`src/rtl/rt_addr_capture_pkg.sv`:
```
package rt_addr_capture_pkg;
  localparam int unsigned DEF_ADDR_W = 5;
  localparam int unsigned DEF_SEL_W  = 3;
  localparam int unsigned DEF_DATA_W = 16;
endpackage

```
`src/rtl/rtac_strobe_sync.sv`:
```
module rtac_strobe_sync #(
  parameter int unsigned STAGES = 2
) (
  input  logic clk_i,
  input  logic rst_ni,
  input  logic strobe_i,
  output logic lvl_o,
  output logic rise_o
);
  logic [STAGES-1:0] sync_q;
  logic              prev_q;

  // reset high: a strobe tied high never looks like an edge
  always_ff @(posedge clk_i or negedge rst_ni) begin
    if (!rst_ni) begin
      sync_q <= '1;
      prev_q <= 1'b1;
    end else begin
      sync_q <= {sync_q[STAGES-2:0], strobe_i};
      prev_q <= sync_q[STAGES-1];
    end
  end

  assign lvl_o  = sync_q[STAGES-1];
  assign rise_o = sync_q[STAGES-1] & ~prev_q;
endmodule

```
`src/rtl/rtac_cfg_regs.sv`:
```
module rtac_cfg_regs #(
  parameter int unsigned SEL_W   = 3,
  parameter int unsigned REG_ENH = 3,
  parameter int unsigned REG_ARM = 4,
  parameter int unsigned REG_CAP = 5,
  parameter int unsigned REG_SRC = 6
) (
  input  logic             clk_i,
  input  logic             rst_ni,
  input  logic             wr_en_i,
  input  logic [SEL_W-1:0] wr_sel_i,
  input  logic             enh_bit_i,
  input  logic             arm_bit_i,
  input  logic             src_bit_i,
  output logic             enh_o,
  output logic             arm_o,
  output logic             src_o,
  output logic             cap_fire_o
);
  logic enh_q, arm_q, src_q;
  logic sel_enh, sel_arm, sel_cap, sel_src;

  assign sel_enh = wr_en_i && (wr_sel_i == SEL_W'(REG_ENH));
  assign sel_arm = wr_en_i && (wr_sel_i == SEL_W'(REG_ARM));
  assign sel_cap = wr_en_i && (wr_sel_i == SEL_W'(REG_CAP));
  assign sel_src = wr_en_i && (wr_sel_i == SEL_W'(REG_SRC));

  always_ff @(posedge clk_i or negedge rst_ni) begin
    if (!rst_ni) begin
      enh_q <= 1'b0;
      arm_q <= 1'b0;
      src_q <= 1'b0;
    end else begin
      if (sel_enh) enh_q <= enh_bit_i;
      if (sel_arm) arm_q <= arm_bit_i;
      if (sel_src) src_q <= src_bit_i;
    end
  end

  assign enh_o      = enh_q;
  assign arm_o      = arm_q;
  assign src_o      = src_q;
  assign cap_fire_o = sel_cap & enh_q & arm_q;
endmodule

```
`src/rtl/rtac_addr_hold.sv`:
```
module rtac_addr_hold #(
  parameter int unsigned ADDR_W = 5
) (
  input  logic              clk_i,
  input  logic              rst_ni,
  input  logic              src_host_i,
  input  logic              strb_lvl_i,
  input  logic              strb_rise_i,
  input  logic              cap_fire_i,
  input  logic [ADDR_W-1:0] addr_pin_i,
  input  logic              par_pin_i,
  input  logic [ADDR_W:0]   host_bits_i,
  output logic [ADDR_W-1:0] addr_o,
  output logic              par_o
);
  logic [ADDR_W:0] held_q, held_d;

  always_comb begin
    held_d = held_q;
    if (src_host_i) begin
      if (cap_fire_i) held_d = host_bits_i;
    end else if (!strb_lvl_i || strb_rise_i || cap_fire_i) begin
      held_d = {addr_pin_i, par_pin_i};
    end
  end

  always_ff @(posedge clk_i or negedge rst_ni) begin
    if (!rst_ni) held_q <= {{ADDR_W{1'b0}}, 1'b1};
    else         held_q <= held_d;
  end

  assign addr_o = held_q[ADDR_W:1];
  assign par_o  = held_q[0];
endmodule

```
`src/rtl/rtac_parity_gate.sv`:
```
module rtac_parity_gate #(
  parameter int unsigned ADDR_W = 5
) (
  input  logic [ADDR_W-1:0] addr_i,
  input  logic              par_i,
  output logic              ok_o
);
  assign ok_o = ^{addr_i, par_i};
endmodule

```
`src/rtl/rt_addr_capture.sv`:
```
module rt_addr_capture
  import rt_addr_capture_pkg::*;
#(
  parameter int unsigned ADDR_W  = DEF_ADDR_W,
  parameter int unsigned SEL_W   = DEF_SEL_W,
  parameter int unsigned DATA_W  = DEF_DATA_W,
  parameter int unsigned STAGES  = 2,
  parameter int unsigned REG_ENH = 3,
  parameter int unsigned BIT_ENH = 15,
  parameter int unsigned REG_ARM = 4,
  parameter int unsigned BIT_ARM = 3,
  parameter int unsigned REG_CAP = 5,
  parameter int unsigned REG_SRC = 6,
  parameter int unsigned BIT_SRC = 5
) (
  input  logic              clk_i,
  input  logic              rst_ni,
  input  logic [ADDR_W-1:0] addr_pin_i,
  input  logic              par_pin_i,
  input  logic              strobe_i,
  input  logic              wr_en_i,
  input  logic [SEL_W-1:0]  wr_sel_i,
  input  logic [DATA_W-1:0] wr_data_i,
  output logic [ADDR_W-1:0] addr_o,
  output logic              par_o,
  output logic              resp_ok_o
);
  logic strb_lvl, strb_rise;
  logic enh_on, arm_on, src_sel, cap_fire;
  logic unused_data;

  assign unused_data = ^wr_data_i;

  rtac_strobe_sync #(.STAGES(STAGES)) u_sync (
    .clk_i   (clk_i),
    .rst_ni  (rst_ni),
    .strobe_i(strobe_i),
    .lvl_o   (strb_lvl),
    .rise_o  (strb_rise)
  );

  rtac_cfg_regs #(
    .SEL_W(SEL_W), .REG_ENH(REG_ENH), .REG_ARM(REG_ARM),
    .REG_CAP(REG_CAP), .REG_SRC(REG_SRC)
  ) u_cfg (
    .clk_i     (clk_i),
    .rst_ni    (rst_ni),
    .wr_en_i   (wr_en_i),
    .wr_sel_i  (wr_sel_i),
    .enh_bit_i (wr_data_i[BIT_ENH]),
    .arm_bit_i (wr_data_i[BIT_ARM]),
    .src_bit_i (wr_data_i[BIT_SRC]),
    .enh_o     (enh_on),
    .arm_o     (arm_on),
    .src_o     (src_sel),
    .cap_fire_o(cap_fire)
  );

  rtac_addr_hold #(.ADDR_W(ADDR_W)) u_hold (
    .clk_i      (clk_i),
    .rst_ni     (rst_ni),
    .src_host_i (src_sel),
    .strb_lvl_i (strb_lvl),
    .strb_rise_i(strb_rise),
    .cap_fire_i (cap_fire),
    .addr_pin_i (addr_pin_i),
    .par_pin_i  (par_pin_i),
    .host_bits_i(wr_data_i[ADDR_W:0]),
    .addr_o     (addr_o),
    .par_o      (par_o)
  );

  rtac_parity_gate #(.ADDR_W(ADDR_W)) u_par (
    .addr_i(addr_o),
    .par_i (par_o),
    .ok_o  (resp_ok_o)
  );
endmodule

```
`config.mk`:
```
export PLATFORM = sky130hd
export DESIGN_NAME = rt_addr_capture
export DESIGN_NICKNAME = d
export VERILOG_FILES = /design/src/rtl/rt_addr_capture_pkg.sv /design/src/rtl/rtac_strobe_sync.sv /design/src/rtl/rtac_cfg_regs.sv /design/src/rtl/rtac_addr_hold.sv /design/src/rtl/rtac_parity_gate.sv /design/src/rtl/rt_addr_capture.sv
export SDC_FILE = /design/constraint.sdc
export NUM_CORES = 1
export LEC_CHECK = 0
export CAP_MARGIN = 20
export CORE_UTILIZATION = 38
export CTS_CLUSTER_DIAMETER = 60
export CTS_CLUSTER_SIZE = 28
export DETAILED_ROUTE_END_ITERATION = 16
export PLACE_DENSITY = 0.81
export SLEW_MARGIN = 20
export SYNTH_ARGS = -nofsm -noshare
export SYNTH_HDL_FRONTEND = slang
export SYNTH_SLANG_ARGS = --single-unit
```
`constraint.sdc`:
```
create_clock -name clk_i -period 3.1 [get_ports clk_i]
set_clock_uncertainty 0.05 [all_clocks]
set_input_delay 0.62 -clock clk_i [delete_from_list [all_inputs] [get_ports clk_i]]
set_output_delay 0.62 -clock clk_i [all_outputs]
set_load 0.005 [all_outputs]
```
== Word-level counts from Yosys, hierarchy flattened ==
Cells that the tools add are included.

* Div/mod/pow operators: 0
* Bitwise operators: 4
* Equality and inequality tests: 5
* $add $sub $neg: 0
* Multipliers: 0
* Mux-type cells: 3
* $lt $le $gt $ge: 0
* Reduce and logical (&&, ||, !) cells: 10
* Shifts and indexed selects: 0

{| class="wikitable"
|+ Operators with widths
! kind !! number
|-
| 6-bit 2-to-1 mux || 3
|-
| 3-bit equality test, second input constant || 3
|-
| 6-bit parity || 1
|-
| 1-bit logical AND || 4
|-
| 1-bit bitwise AND || 3
|-
| 3-bit by 2-bit equality test with 1-bit output, second input constant || 1
|-
| 1-bit logical OR || 2
|-
| 2-bit by 1-bit != test with 1-bit output, second input constant || 1
|-
| 2-bit AND reduction || 1
|-
| 2-bit nonzero test || 1
|-
| 1-bit zero test || 1
|-
| 1-bit NOT || 1
|}

* Bits in writable memories: 0
* Bits in read-only memories: 0
* Word-level logic and storage cells: 28
* Bits in registers: 12
* Memories: 0
* Output and inout bits: 7
* Latch bits: 0
* Input bits: 29

== Depth between registers and ports, before layout ==
Gate-level depths: netlist of the first run.

* Depth in word-level cells: 7
* Depth in mapped cells: 4
* Mapped depth without buffers: 3

== Modules after synthesis ==
Synthesis of the first run repeated with hierarchy kept, for this count alone.

* Cells, all modules: 41
* Area, all modules: 673.1 um^2

{| class="wikitable"
|+ Modules (own cells, without submodules)
! module !! sequential area each (um^2) !! area an instance (um^2) !! instances !! cells each
|-
| rtac_addr_hold || 151.4 || 367.9 || 1 || 21
|-
| rtac_cfg_regs || 75.1 || 156.4 || 1 || 12
|-
| rtac_strobe_sync || 78.8 || 92.6 || 1 || 4
|-
| rtac_parity_gate || 0.0 || 56.3 || 1 || 4
|}

== Worst setup path after synthesis of the first run ==
OpenSTA, ideal clock, no wires.

* Kind: input-to-reg
* Start: in wr_en_i
* End: reg u_hold.held_q[1]
* Data required time: 2.925 ns
* Slack: 1.494 ns
* Arrival: 1.431 ns
* Library setup time: 0.125 ns
* Path buffers: 0
* Cell stages on the path: 3
* Path through: and4b_1 a31oi_4 mux2_2

* Word-level cells in the longest chain between the ends: 6
* Elaborated cells between the ends (all ways): 7
* Classes of those cells: eq/ne (1); bitwise (2); reduce/logical (4)

{| class="wikitable"
|+ Ends and longest elaborated chain
! item !! RTL line !! RTL
|-
| start, declared || rt_addr_capture.sv:21 || <nowiki>input logic wr_en_i,</nowiki>
|-
| 1-bit logical AND (*) || rtac_cfg_regs.sv:25 || <nowiki>assign sel_cap = wr_en_i && (wr_sel_i == SEL_W'(REG_CAP));</nowiki>
|-
| 1-bit bitwise AND (*) (2 in a row) || rtac_cfg_regs.sv:43 || <nowiki>assign cap_fire_o = sel_cap & enh_q & arm_q;</nowiki>
|-
| 1-bit logical OR || rtac_addr_hold.sv:22 || <nowiki>end else if (!strb_lvl_i || strb_rise_i || cap_fire_i) begin</nowiki>
|-
| 2-bit nonzero test (no source line) || n/a ||
|-
| 2-bit AND reduction (no source line) (*) || n/a ||
|-
| end signal, assigned || rtac_addr_hold.sv:28 || <nowiki>if (!rst_ni) held_q <= {{ADDR_W{1'b0}}, 1'b1};</nowiki>
|-
| end signal, assigned || rtac_addr_hold.sv:29 || <nowiki>else held_q <= held_d;</nowiki>
|-
| end, declared || rtac_addr_hold.sv:16 || <nowiki>logic [ADDR_W:0] held_q, held_d;</nowiki>
|}

Every way passes the cells marked *; elsewhere a longest branch is shown, timed or not.
A chain may end at the register's enable or synchronous reset.

== Final worst setup path of the first run ==
* Start: reg u_hold.held_q[3]
* End: out resp_ok_o

* Word-level cells in the longest chain between the ends: 1

{| class="wikitable"
|+ Ends and longest elaborated chain
! item !! RTL line !! RTL
|-
| 6-bit parity || rtac_parity_gate.sv:8 || <nowiki>assign ok_o = ^{addr_i, par_i};</nowiki>
|-
| end, declared || rt_addr_capture.sv:26 || <nowiki>output logic resp_ok_o</nowiki>
|}

Every way passes these cells.

==> run metrics, run 1 <==
worst reg-to-reg setup slack approximately 1.6 ns; worst-path fanout max 3; first-pass GRT wire length 1731 um; Yosys top cell by area dfrtp_1; peak supply drop approximately 530 uV; Post-CTS Setup Bufs 0; # DRC 0; CP Cell Sequence xnor2_1 -> xnor2_1 -> xnor2_1 -> clkdlybuf4s50_1; Tightest Pin Transition 0.5244 ns; Total Neg Setup Slack 0 ns; fraction of layout cells with a size suffix above 1 0.3333; Synthesized Nets 69; post-route setup slack 0.7639 ns; reg2reg end u_hold.held_q[3]; Crit Path Class reg2out; FP Rows 13; r2r startpoint u_cfg.src_o; cells on worst reg2reg path 3; slowest stage cell, crit path clkdlybuf4s50_1; largest cells by area after synthesis dfrtp_1 (34%), mux2_2 (29%), dfstp_2 (18%); initial DRC count 1; Worst-path clk slew 0.07 ns; TritonCTS Sinks 12; crit path time final 2.336 ns; synth warn 0; total I/O pin count 36; crit end category primary output; die area 1702 um^2; P_int 0.4593 mW; routability cong. 0.7169; HP Class reg2reg; die height 41.26 um; Post-synth EDFFs 0; pwr dens around 700 nW/um^2; clk_lat worst skew between 0.2 and 0.3 ns; Num CTS Buffers 3; Yosys reg bits 12; final setup fails 0; vias per cell 4.881; CTS tree built; ys async rst share 1.000; Leak ~0.34 nW; vias in the first global route 399; I/O Buffers 26; cts hold-fix bufs 0; Sw Pwr 0.1707 mW; antenna viol nets, final 0; Synth Flop Type dfrtp_1; DRT Pass-1 Iters 2; combinational share of power 0.459; crit path from u_hold.held_q[3]; H-tree Lvls 1; fin. max-slew vios 0; vias 410; fmax 428.1 MHz; Mapped Cells 40; most frequent cell after synthesis mux2_2; Fillers 118; Area Growth Syn to Fin 51.28%; clock tree root driver cell clkbuf_4; net switching fraction of the power 0.2710; number of gates resized after cts 0; DRT Wirelength approximately 1100 um; ant diodes 0; Starting Density 0.4286; Final nets 99; top-area cell type share of the netlist area 0.3419; max incr delay on CP 0.51 ns; CP dominant cell by count xnor2_1; met2 WL slightly below 500 um; top layer in use met4; period utilization 0.7536; met3 wire len approximately 65 um; Die W 41.26 um; mapped cell area 585.6 um^2; Cell variety after synth 12; Synth top cells by count mux2_2 (15), dfrtp_1 (8), dfstp_2 (4), xnor2_1 (4), nand4b_1 (2); WP data arrival 1.67 ns; M1 WL 479 um; Critical Path RT 2.43 ns; total power 0.6301 mW; Setup crit start kind flip-flop; Max Buffers Root-to-Sink 2; pin count of the biggest net entering global routing 13; Clk pwr share 0.156; GR Util All Layers 0.1621; Core Footprint 1366 um^2; grt ovf 0; DR WL/cell about 13 um; post-synthesis sequential area ratio 0.5214; RSZ-0062 raised after global routing no; crit path capture resp_ok_o; pre-CTS setup slack 0.8495 ns; Slew headroom 0.6493; max_cap viols 0; mean post-synth cell area between 10 and 15 um^2; initial antenna violation count 0; status complete, no violations; Min-Delay Startpoint u_sync.sync_q[0]; power share of the sequential group 0.385; Hold Fails Final Rpt 0
[logic make-up (layout without fill, tap and decap cells)]
group,after synthesis,count (layout),share of synthesized area
mux,15,15,0.2885
flops,12,12,0.5214
xor+xnor,5,5,0.07478
simple gates,5,5,0.06196
compound gates,2,2,0.04486
buf+inv,1,30,0.008539
[cell usage in the layout (no fill, tap or decap)]
cell type / count
a21oi_1: 1
a31oi_4: 1
and4b_1: 1
clkbuf_1: 1
clkbuf_4: 3
clkdlybuf4s50_1: 26
dfrtp_1: 8
dfstp_2: 4
mux2_2: 15
nand2_1: 1
nand4b_1: 2
nor3_1: 1
xnor2_1: 4
xor2_1: 1
[registers in the layout, indices dropped and copies added (netlist names)]
register and count:
u_cfg.arm_o 1, u_cfg.enh_o 1, u_cfg.src_o 1, u_hold.held_q 6, u_sync.prev_q 1, u_sync.sync_q 2
[power by group through the flow]
stage / Sequential [mW] / Clock (mW) / Combinational (mW)
2_1_floorplan: 0.236 / 0 / 0.146
3_3_place_gp: 0.245 / 0 / 0.289
3_5_place_dp: 0.246 / 0 / 0.293
4_1_cts: 0.243 / 0.0993 / 0.294
5_1_grt: 0.250 / 0.109 / 0.321
6_report: 0.242 / 0.0983 / 0.289
[layer usage]
metal / vias to the layer above / GRT usage
met3: 2 / 0.05978
met2: 16 / 0.2461
met5: - / 0
met4: 0 / 0.04839
li1: 203 / -
met1: 189 / 0.2143
[critical path, delay by kind of cell, from the launching register on]
family                 cells  cell delay, ns
XOR/XNOR                   3            0.49
buffers and inverters      1            0.51
flip-flops                 1            0.41
[stage by stage]
stage / area, um^2 / cells / hold WS, ns / util
6_report: 885.9 / 84 / 0.3062 / 0.6484
5_1_grt: 885.9 / 84 / 0.3089 / 0.6484
4_1_cts: 885.9 / 84 / 0.3076 / 0.6484
3_5_place_dp: 859.6 / 80 / 0.2973 / 0.6291
3_3_place_gp: 859.6 / 80 / 0.2957 / 0.6291
2_1_floorplan: 585.6 / 40 / 0.2744 / -
[area by class of cell]
class,count,area (um^2),area share
flip-flops and latches,12,305.3,0.3446
multi-input cells,27,275.3,0.3107
repair buffers,26,260.3,0.2938
clock buffers,4,26.28,0.02966
well taps,15,18.77,0.02119
[worst min path at each step]
stage / endpoint / depth (start not counted)
2_1_floorplan: u_cfg.arm_o / 0
3_3_place_gp: u_sync.sync_q[1] / 0
3_5_place_dp: u_sync.sync_q[1] / 0
4_1_cts: u_sync.sync_q[1] / 0
5_1_grt: u_sync.sync_q[1] / 0
6_report: u_sync.sync_q[1] / 0
Note: power is estimated with default switching activity, not from simulation.
==> run 2, diff against run 1 <==
Settings changed: CORE_ASPECT_RATIO from default to 1.2, CORE_UTILIZATION 38 to 32, PLACE_DENSITY 0.81 to 0.73.
Clock period 3.1 ns to 1.9 ns, I/O delays scaled along.
==> run 2 against run 1 <==
Against the previous run: clock power grew 56%; die area grew 18%; routed wire length grew 5.1%; sequential share of layout area shrank 2.6 points; final cell count grew 12%; total power grew 69%; design area grew 8.1%; hold slack is essentially flat; register-to-register slack lost 1.2 ns; global-route usage shrank 3.2 points; utilization shrank 7.9 points; first-iteration DRC count is the same.
==> run metrics, run 2 (same netlist as run 1, synthesis figures left out) <==
status complete, no violations; clk_lat worst skew 0.26 ns (about the same); Worst-path clk slew 0.07 ns (about the same); Max Buffers Root-to-Sink 2 (unchanged); count of non-filler cells in the finished layout 94 (+12%); initial antenna violation count 0 (unchanged); Leak 0.3863 nW (+13%); period utilization 0.9494; pin count of the biggest net entering global routing 13 (unchanged); pre-CTS setup slack -0.04956 ns (-0.8991 ns); die area 2006 um^2 (+18%); Hold Fails Final Rpt 0 (unchanged); final setup fails 0 (unchanged); slowest stage cell, crit path dfrtp_1; fmax around 550 MHz; Setup crit start kind flip-flop; Total Neg Setup Slack 0 ns (unchanged); WHS 0.3061 ns (-0.00006100 ns); CTS tree built; Num CTS Buffers 3 (unchanged); DRT Pass-1 Iters 3 (+1); dpl cells 87 (+8.8%); clock tree root driver cell clkbuf_4; Fillers 160 (+36%); crit end category primary output; max incr delay on CP 0.41 ns (-0.10 ns); antenna viol nets, final 0 (unchanged); FF/Latch Area 305.3 um^2 (unchanged); commonest non-fill, non-tap cell in the layout clkdlybuf4s50_1; peak supply drop 461.4 uV (-12%); Crit Path Class reg2out; post-layout util 0.5692 (-0.07916); initial DRC count 1 (unchanged); commonest non-fill, non-tap cells in the layout clkdlybuf4s50_1 (25), mux2_2 (15), dfrtp_1 (8); Core Footprint 1682 um^2 (+23%); vias per cell 4.883 (about the same); fraction of layout cells with a size suffix above 1 0.4211 (+0.08772); FP Rows 16 (+3); post-DP HPWL 895 um; grt ovf 0 (unchanged); pwr dens 1112 nW/um^2 (+56%); HP Class reg2reg; Final nets 106 (+7.1%); first-pass GRT wire length 1752 um (+1.2%); largest register by flop count u_hold.held_q; vias 459 (+12%); I/O Buffers 26 (unchanged); Area Growth Syn to Fin 63.46%; multi-input combinational cell area 290.3 um^2 (+5.5%); Critical Path RT 1.47 ns (-0.96 ns); DR WL/cell 11.83 um (-6.1%); Largest regs u_hold.held_q: 6 flops, u_sync.sync_q: 2 flops; crit path time final 1.804 ns; routability cong. 0.6619 (-7.7%); vias in the first global route 445 (+12%); die height 48.86 um (+18%); Slew headroom 0.6434 (-0.005899); ant diodes 0 (unchanged); worst-path fanout max 2 (-1); H-tree Lvls 1 (unchanged); DRT Wirelength 1112 um (+5.1%); Tightest Pin Transition 0.5333 ns (+0.008820 ns); post-route setup slack 0.09615 ns (-0.6678 ns); max reg flops 6 (unchanged); Die W 41.05 um (-0.50%); total I/O pin count 36 (unchanged); Starting Density 0.3482 (-0.08036); CP dominant cell by count xnor2_1; # DRC 0 (unchanged); max_cap viols 0 (unchanged); GR Util All Layers 0.1304 (-0.03170); CP Cell Sequence xnor2_2 -> xnor2_1 -> xnor2_1 -> clkdlybuf4s15_1; fin. max-slew vios 0 (unchanged); WP data arrival 1.37 ns (-0.30 ns); TritonCTS Sinks 12 (unchanged)
==> run 2: metrics by stage <==
| stage | power, mW | area (um^2) |
|---|---|---|
| finish | 1.065 | 957.2 |
| CTS | 1.056 | 948.4 |
| global route | 1.145 | 957.2 |
| floorplan | 0.6225 | 585.6 |
| detailed placement | 0.8836 | 893.4 |
| global placement | 0.8693 | 893.4 |
==> run 2: area by class of cell <==
class / instances / area share
clock buffers: 4 / 0.02745
flip-flops and latches: 12 / 0.3190
well taps: 18 / 0.02353
multi-input cells: 27 / 0.3033
repair buffers: 33 / 0.3268
==> run 2: where the power goes <==
group          switching [mW]  leakage [nW]  total [mW]  internal (mW)
combinational           0.145         0.235       0.514          0.369
sequential             0.0698         0.136       0.398          0.328
clock                  0.0720        0.0150       0.153         0.0809
total                   0.287         0.386        1.06          0.778
==> run 2: worst max-delay path, delay by kind of cell (launching register included) <==
| family | cells | cell delay (ns) |
|---|---|---|
| xor+xnor | 3 | 0.49 |
| flops | 1 | 0.41 |
| buf+inv | 1 | 0.22 |
==> run 2: worst paths after layout <==
| path | startpoint | end | slack, ns | cells after the start |
|---|---|---|---|---|
| setup / recovery | u_hold.held_q[4] | resp_ok_o | 0.1 | 4 |
| hold / removal | u_sync.sync_q[0] | u_sync.sync_q[1] | 0.31 | 0 |
| setup reg to reg | u_cfg.src_o | u_hold.held_q[1] | 0.44 | 3 |
| hold reg to reg | u_sync.sync_q[0] | u_sync.sync_q[1] | 0.31 | 0 |
| max in group asynchronous | rst_ni | u_hold.held_q[0] | 1.01 | 1 |
| min in group asynchronous | rst_ni | u_hold.held_q[3] | 0.42 | 1 |
==> run 2: what timing repair did <==
action,CTS,global route
setup buffers,3,0
hold buffers,0,0
endpoints found under the hold margin,0,0
pin swaps,3,1
endpoints found under the setup margin,1,1
resized for setup,2,2
==> run 2: layer usage <==
metal | up-vias | wire (um) | GRT usage
met3 | 2 | 136 | 0.03196
met4 | 0 | 10 | 0.08333
met2 | 23 | 547 | 0.2083
met5 | - | 0 | 0
met1 | 213 | 417 | 0.1416
li1 | 221 | - | -
